<file path="config.mk">
export PLATFORM = sky130hd
export DESIGN_NAME = cmd_snoop_striper
export DESIGN_NICKNAME = d
export VERILOG_FILES = /design/src/rtl/snoop_pkg.sv /design/src/rtl/rst_sync.sv /design/src/rtl/bit_lane_transpose.sv /design/src/rtl/snoop_tracker.sv /design/src/rtl/cmd_snoop_striper.sv
export SDC_FILE = /design/constraint.sdc
export NUM_CORES = 1
export LEC_CHECK = 0
export BUFFER_PORTS_ARGS = -buffer_cell sky130_fd_sc_hd__clkbuf_2
export CORE_ASPECT_RATIO = 1.5
export CORE_MARGIN = 2
export CORE_UTILIZATION = 40
export DETAILED_ROUTE_END_ITERATION = 8
export GPL_TIMING_DRIVEN = 1
export PLACE_DENSITY = 0.8
export SKIP_LAST_GASP = 1
export SYNTH_ARGS = -nofsm -noshare
export SYNTH_HDL_FRONTEND = slang
export SYNTH_HIERARCHICAL = 1
export SYNTH_SLANG_ARGS = --single-unit
export TNS_END_PERCENT = 50
</file>
<file path="constraint.sdc">
create_clock -name clk -period 3.46 [get_ports clk]
set_clock_uncertainty 0.2 [all_clocks]
set_input_delay 0.692 -clock clk [delete_from_list [all_inputs] [get_ports clk]]
set_output_delay 0.692 -clock clk [all_outputs]
set_load 0.01 [all_outputs]
</file>
<file path="src/rtl/snoop_pkg.sv">
package snoop_pkg;

  typedef enum logic [1:0] {
    SN_WATCH  = 2'd0,
    SN_COUNT  = 2'd1,
    SN_PLAIN  = 2'd2,
    SN_STRIPE = 2'd3
  } snoop_mode_t;

  localparam int SKIP_W = 3;

  // Number of broadcast transfers after the command byte; 0 means unknown command.
  function automatic logic [SKIP_W-1:0] skip_for_opcode(input logic [7:0] op);
    logic [SKIP_W-1:0] r;
    case (op)
      8'h02, 8'h03, 8'h32, 8'hA2: r = SKIP_W'(3);
      8'h0B, 8'h3B, 8'h6B, 8'hBB: r = SKIP_W'(4);
      8'hEB:                      r = SKIP_W'(6);
      default:                    r = '0;
    endcase
    return r;
  endfunction

endpackage

</file>
<file path="src/rtl/rst_sync.sv">
module rst_sync (
  input  logic clk,
  input  logic rst_n_in,
  output logic rst_n_out
);
  logic meta_q;
  logic sync_q;

  always_ff @(posedge clk or negedge rst_n_in) begin
    if (!rst_n_in) begin
      meta_q <= 1'b0;
      sync_q <= 1'b0;
    end else begin
      meta_q <= 1'b1;
      sync_q <= meta_q;
    end
  end

  assign rst_n_out = sync_q;
endmodule

</file>
<file path="src/rtl/bit_lane_transpose.sv">
module bit_lane_transpose #(
  parameter int LANES   = 2,
  parameter bit INVERSE = 1'b0
) (
  input  logic [LANES*8-1:0] din,
  output logic [LANES*8-1:0] dout
);
  for (genvar j = 0; j < LANES; j++) begin : g_lane
    for (genvar b = 0; b < 8; b++) begin : g_bit
      localparam int FLAT = b * LANES + j;
      if (!INVERSE) begin : g_fwd
        assign dout[j*8+b] = din[FLAT];
      end else begin : g_inv
        assign dout[FLAT] = din[j*8+b];
      end
    end
  end
endmodule

</file>
<file path="src/rtl/snoop_tracker.sv">
module snoop_tracker
  import snoop_pkg::*;
(
  input  logic       clk,
  input  logic       rst_n,
  input  logic       cs_active,
  input  logic       step,
  input  logic [7:0] opcode,
  output logic       striping
);
  snoop_mode_t       mode_q, mode_d;
  logic [SKIP_W-1:0] skip_q, skip_d;
  logic [SKIP_W-1:0] decoded;
  logic              upd_en;

  assign decoded = skip_for_opcode(opcode);
  assign upd_en  = !cs_active || step;

  always_comb begin
    mode_d = mode_q;
    skip_d = skip_q;
    if (!cs_active) begin
      mode_d = SN_WATCH;
      skip_d = '0;
    end else if (step) begin
      case (mode_q)
        SN_WATCH: begin
          if (decoded != '0) begin
            mode_d = SN_COUNT;
            skip_d = decoded;
          end else begin
            mode_d = SN_PLAIN;
          end
        end
        SN_COUNT: begin
          skip_d = skip_q - SKIP_W'(1);
          if (skip_q == SKIP_W'(1)) mode_d = SN_STRIPE;
        end
        default: ;
      endcase
    end
  end

  always_ff @(posedge clk or negedge rst_n) begin
    if (!rst_n) begin
      mode_q <= SN_WATCH;
      skip_q <= '0;
    end else if (upd_en) begin
      mode_q <= mode_d;
      skip_q <= skip_d;
    end
  end

  assign striping = (mode_q == SN_STRIPE);
endmodule

</file>
<file path="src/rtl/cmd_snoop_striper.sv">
module cmd_snoop_striper #(
  parameter int LANES      = 2,
  parameter int FIFO_DEPTH = 256,
  localparam int CNT_W     = $clog2(FIFO_DEPTH + 1),
  localparam int PW        = $clog2(LANES + 1),
  localparam int DW        = LANES * 8
) (
  input  logic             clk,
  input  logic             rst_n,
  input  logic             cs_active,
  input  logic             linear_mode,
  input  logic             xfer_req,
  input  logic [CNT_W-1:0] tx_count,
  input  logic [DW-1:0]    tx_head,
  output logic             tx_pop,
  output logic [PW-1:0]    tx_pop_cnt,
  output logic             lane_go,
  output logic [DW-1:0]    lane_tx,
  input  logic             lane_ack,
  input  logic [DW-1:0]    lane_rx,
  input  logic             rx_full,
  output logic             rx_push,
  output logic [PW-1:0]    rx_push_cnt,
  output logic [DW-1:0]    rx_data,
  output logic             ev_tx_underflow,
  output logic             ev_rx_overflow
);
  logic          rst_n_s;
  logic          striping;
  logic          busy_q, busy_d;
  logic          str_q;
  logic [7:0]    op_q;
  logic [PW-1:0] need;
  logic          asking;
  logic          launch;
  logic          done;
  logic [DW-1:0] tx_striped;
  logic [DW-1:0] rx_unstriped;

  rst_sync u_rst (
    .clk       (clk),
    .rst_n_in  (rst_n),
    .rst_n_out (rst_n_s)
  );

  snoop_tracker u_track (
    .clk       (clk),
    .rst_n     (rst_n_s),
    .cs_active (cs_active),
    .step      (done),
    .opcode    (op_q),
    .striping  (striping)
  );

  bit_lane_transpose #(.LANES(LANES), .INVERSE(1'b0)) u_fwd (
    .din  (tx_head),
    .dout (tx_striped)
  );

  bit_lane_transpose #(.LANES(LANES), .INVERSE(1'b1)) u_inv (
    .din  (lane_rx),
    .dout (rx_unstriped)
  );

  assign need   = striping ? PW'(LANES) : PW'(1);
  assign asking = !busy_q && cs_active && xfer_req;
  assign launch = asking && (tx_count >= CNT_W'(need));
  assign done   = busy_q && lane_ack;

  // Launch side
  assign tx_pop          = launch;
  assign tx_pop_cnt      = need;
  assign lane_go         = launch;
  assign lane_tx         = striping ? tx_striped : {LANES{tx_head[7:0]}};
  assign ev_tx_underflow = asking && (tx_count == '0) && !linear_mode;

  // Completion side
  assign rx_push        = done && !rx_full;
  assign ev_rx_overflow = done && rx_full;
  assign rx_push_cnt    = str_q ? PW'(LANES) : PW'(1);
  assign rx_data        = str_q ? rx_unstriped : DW'(lane_rx[7:0]);

  always_comb begin
    busy_d = busy_q;
    if (launch)    busy_d = 1'b1;
    else if (done) busy_d = 1'b0;
  end

  always_ff @(posedge clk or negedge rst_n_s) begin
    if (!rst_n_s) begin
      busy_q <= 1'b0;
    end else begin
      busy_q <= busy_d;
    end
  end

  always_ff @(posedge clk or negedge rst_n_s) begin
    if (!rst_n_s) begin
      str_q <= 1'b0;
      op_q  <= '0;
    end else if (launch) begin
      str_q <= striping;
      op_q  <= tx_head[7:0];
    end
  end
endmodule

</file>
* Word level (Yosys, flattened, before mapping)
Index checks and enable logic that the tools add are counted.
** Word-level totals
- Output and inout bits :: 41
- Bits in registers :: 17
- Logic and storage cells :: 62
- Input port bits :: 48
** Cells by class
- Eq/ne operators :: 16
- Reduce and logical (&&, ||, !) cells :: 21
- Add/subtract/negate cells :: 1
- Mux-type cells :: 16
- $lt $le $gt $ge :: 1
** Operator list (count)
- 16-bit two-way mux :: 2
- 8-bit equality test (second input constant) :: 3
- 8-bit by 2-bit equality test with 1-bit output (second input constant) :: 2
- 8-bit by 6-bit equality test with 1-bit output (second input constant) :: 2
- 2-bit two-way mux :: 6
- 9-bit by 2-bit greater-or-equal comparator with 1-bit output :: 1
- 9-bit logical NOT :: 1
- 3-bit two-way mux :: 3
- 3-bit case mux with 3 select lines :: 1
- 8-bit by 4-bit equality test with 1-bit output (second input constant) :: 1
- 8-bit by 7-bit equality test with 1-bit output (second input constant) :: 1
- 1-bit logical AND :: 8
- 4-bit AND reduction :: 2
- 4-bit OR reduction :: 2
- 3-bit by 2-bit inequality test with 1-bit output (second input constant) :: 2
- 3-bit case mux with 2 select lines :: 1
- 1-bit logical NOT :: 4
- 2-bit case mux with 2 select lines :: 1
- 3-bit by 1-bit equality test with 1-bit output (second input constant) :: 1
- 3-bit by 1-bit inequality test with 1-bit output (second input constant) :: 1
- 3-bit nonzero test :: 1
- 3-bit by 1-bit subtractor with 3-bit output (second input constant) :: 1
- 2-bit by 1-bit equality test with 1-bit output (second input constant) :: 1
- 2-bit equality test (second input constant) :: 1
- 5 further kinds :: 6

* Logic depth before layout (Yosys ltp)
- Depth in word-level cells :: 8
- Gate-level depth with buffers :: 9

* Cells and area by module
Netlist, hierarchy kept.
** By module, submodules not included
- cmd_snoop_striper :: instances 1, cells each 102, area each 858.3 um^2, seq. area each 250.2 um^2
- snoop_tracker :: instances 1, cells each 50, area each 441.7 um^2, seq. area each 125.1 um^2
- bit_lane_transpose :: instances 2, cells each 16, area each 120.1 um^2, seq. area each 0.0 um^2
- rst_sync :: instances 1, cells each 3, area each 53.8 um^2, seq. area each 50.0 um^2

* Least setup slack after synthesis
OpenSTA, ideal clock, no wires.
- Path kind :: flip-flop to output port
- Start point :: register u_track.mode_q[0]
- End point :: output port tx_pop
- Stages on the path, launching flop included :: 10
- Slack :: 473 ps
- Required time :: 2568 ps
- Buffers on the path :: 3
- Arrival time :: 2095 ps
- Path through :: dfrtp_1 > and2_1 > clkbuf_1 > clkinv_1 > ha_1 > nand2b_1 > a21oi_1 > a21boi_2 > buf_6 > buf_4
** On the way
- Cells in the longest elaborated chain, start to end :: 4
** RTL lines
- from (decl) :: RTL line snoop_tracker.sv:11 : snoop_mode_t mode_q, mode_d;
- from (signal assigned) :: RTL line snoop_tracker.sv:49 : mode_q <= mode_d;
- 2-bit equality test :: RTL line snoop_tracker.sv:54 : assign striping = (mode_q == SN_STRIPE);
- via striping :: RTL line cmd_snoop_striper.sv:29 : logic striping;
- 2-bit two-way mux :: RTL line cmd_snoop_striper.sv:65 : assign need = striping ? PW'(LANES) : PW'(1);
- via tx_pop_cnt[0] :: RTL line cmd_snoop_striper.sv:16 : output logic [PW-1:0] tx_pop_cnt,
- 9-bit by 2-bit greater-or-equal comparator with 1-bit output :: RTL line cmd_snoop_striper.sv:67 : assign launch = asking && (tx_count >= CNT_W'(need));
- 1-bit logical AND :: RTL line cmd_snoop_striper.sv:67
- to (decl) :: RTL line cmd_snoop_striper.sv:15 : output logic tx_pop,
The timed path passes the listed nets, and every way through them passes these cells.

* Final worst setup path
- Start point :: register u_track.mode_q[0]
- End point :: output port lane_go
** On the way
- Cells in the longest elaborated chain, start to end :: 4
** RTL lines
- 2-bit equality test :: RTL line snoop_tracker.sv:54
- 2-bit two-way mux :: RTL line cmd_snoop_striper.sv:65
- 9-bit by 2-bit greater-or-equal comparator with 1-bit output :: RTL line cmd_snoop_striper.sv:67
- 1-bit logical AND :: RTL line cmd_snoop_striper.sv:67
- to (decl) :: RTL line cmd_snoop_striper.sv:17 : output logic lane_go,
No other way between the ends.

==> metrics.txt <==
status=complete, no violations; worst-skew pair later-pin latency=0.25 ns; Antenna diodes=0; worst hold-check path type=in2async; Initial Util=0.410; Die X-Extent=55.5 um; Worst EP required=2.57 ns; Post-layout nets=294; drc violations=0; pwr dens=303 mW/mm^2; total placed cells including tap cells=282; CTS Sinks=17; CTS tree=built; area leader, netlist=dfrtp_1; first-pass GRT wire length=5000 um; # port buffers=88; Synth async-reset ratio=1.00; Congestion Overflow GR=0; MaxCap Viol Count=0; main area contributors after synthesis=dfrtp_1, buf_4, nand2_1, mux2_4, mux2_2; Resized cells post-CTS=0; die area=0.00452 sq mm; Mapped Cells=187; largest fanout on the critical path=12; largest family of logic cells by synthesized area=simple AND/OR/NAND/NOR gates; WP data arrival=2.26 ns; Post-Route Setup TNS=0 ns; HPWL after detailed placement=2670 um; dpl ws=0.432 ns; Routed Antenna Nets=0; Hold Worst Slack=0.0119 ns; max_slew headroom=0.487; vias in the first global route=1165; Adder-Cell Fraction of Synth Area=0.0314; crit start category=flop; GRT Total Usage=0.138; compound-gate portion of the synthesized area=0.0926; vias per inst=4.77; max-slew violation count=0; initial antenna violation count=0; Post-synth EDFFs=0; simple-gate share of the synthesized area=0.257; Clock transition at path regs=0.06 ns; H-tree levels=1; Tmin final=3.16 ns; Avg WL per Cell=11.2 um; wirelength, routed=3200 um; largest net degree at the start of global routing=19; Area Overhead vs Synth=16.8%; GP Congestion=0.883; Leakage=0.999 nW; crit path kind=reg2out; hold buffers post-CTS=0; fin cells=286; vias=1364; Distinct cells, synth=43; Worst Tran Pin Value=0.765 ns; post-synth top area share=0.267; final setup margin=0.303 ns; post-CTS setup buffers=0; DR iter-0 viols=26; Seq/Total Area, Yosys=0.267; CORE AREA=0.00389 sq mm; Post-synth top flop=dfrtp_1; Longest Clk Path Bufs=2; setup repair after global routing missed its margin=no; crit end category=output pin; Layout Utilization=0.479; layout cells sized above 1=0.490; syn nets=239; drt first pass iters=4; fin crit share=0.912; post-synthesis average cell area=8.52 sq um; Final Hold Viols=0; cell row count=28; Final Setup Violations=0; XOR/XNOR Fraction of Synth Area=0.00549; FMAX=317 MHz; Peak VDD IR=0.141 mV; multiplexer share of the synthesized area=0.142; total CTS buffers=3; Post-Syn Area=0.00159 sq mm; flops & latches, synth=17; die height=81.3 um; Top-Level Pins=89; YS warnings=6; CTS Root Cell=clkbuf_8
[logic make-up (layout without fill, tap and decap cells)]
| kind of cell | count (synthesis) | after routing |
|---|---|---|
| buf+inv | 49 | 103 |
| fa+ha+maj | 4 | 4 |
| mux | 18 | 18 |
| other cells | 1 | 1 |
| flops | 17 | 17 |
| xor+xnor | 1 | 1 |
| simple gates | 81 | 81 |
| compound gates | 16 | 16 |
[layer usage]
metal | track usage | wire length (um) | up-vias
met5 | 0 | 0 | -
met4 | 0.0659 | 33 | 0
met3 | 0.0111 | 140 | 2
met2 | 0.262 | 1770 | 45
met1 | 0.153 | 1260 | 624
li1 | - | - | 693
[final timing paths]
path                              startpoint                end  slack [ns]  cells past startpoint
setup / recovery           u_track/mode_q[0]            lane_go        0.30                      7
hold / removal                         rst_n       u_rst/meta_q        0.01                      1
setup reg to reg           u_track/mode_q[0]            op_q[6]        0.99                      7
hold reg to reg              u_rst/rst_n_out  u_track/skip_q[0]        0.04                      0
max in group asynchronous    u_rst/rst_n_out            op_q[4]        2.64                      0
min in group clk                u_rst/meta_q    u_rst/rst_n_out        0.15                      0
[cells in the final DEF (no fill, tap or decap), types with 3 or more instances in the layout]
| cell type | count |
|---|---|
| clkbuf_2 | 88 |
| nand2_1 | 47 |
| dfrtp_1 | 17 |
| and2_1 | 11 |
| mux2_2 | 9 |
| inv_1 | 8 |
| mux2_4 | 7 |
| nor2_1 | 5 |
| ha_1 | 4 |
| nor3_1 | 3 |
| a21oi_1 | 3 |
| clkbuf_8 | 3 |
[report_power, final]
| group | switching, mW | internal, mW | total [mW] |
|---|---|---|---|
| Clock | 0.0628 | 0.0817 | 0.145 |
| Sequential | 0.0355 | 0.224 | 0.259 |
| Combinational | 0.0701 | 0.0910 | 0.161 |
| Total | 0.168 | 0.396 | 0.565 |
[critical path: stages, from the launching register on]
cell and delay [ns]:
dfrtp_1 0.40, and2_1 0.17, clkinv_1 0.13, ha_1 0.29, nand2b_1 0.09, a21oi_1 0.07
a21boi_2 0.60, clkbuf_2 0.26
[per-stage QoR]
stage,cell area (sq um),total power [mW]
final,1860,0.565
after global routing,1860,0.595
after CTS,1860,0.570
after detailed placement,1820,0.424
after global placement,1820,0.417
after floorplan,1590,0.382
[cell usage after synthesis (2+ instances only)]
cell type	n
nor2_1	5
ha_1	4
buf_4	35
or2b_1	2
mux2_4	7
mux2i_1	2
inv_1	8
and2_1	11
a21oi_1	3
mux2_2	9
nor3_1	3
nand4b_1	2
nand2_1	47
dfrtp_1	17
clkbuf_1	4
[state kept, by name (all words and copies together), names as in the netlist]
register	cells
busy_q	1
u_rst/meta_q	1
str_q	1
op_q	8
u_track/mode_q	2
u_rst/rst_n_out	1
u_track/skip_q	3
[area by class of cell]
class,instances,area [sq um]
inverters,9,33.8
flip-flops and latches,17,425
well taps,45,56.3
repair buffers,90,455
clock buffers,4,45.0
fillers,366,2030
multi-input cells,121,846
(Power assumes the default switching activity.)
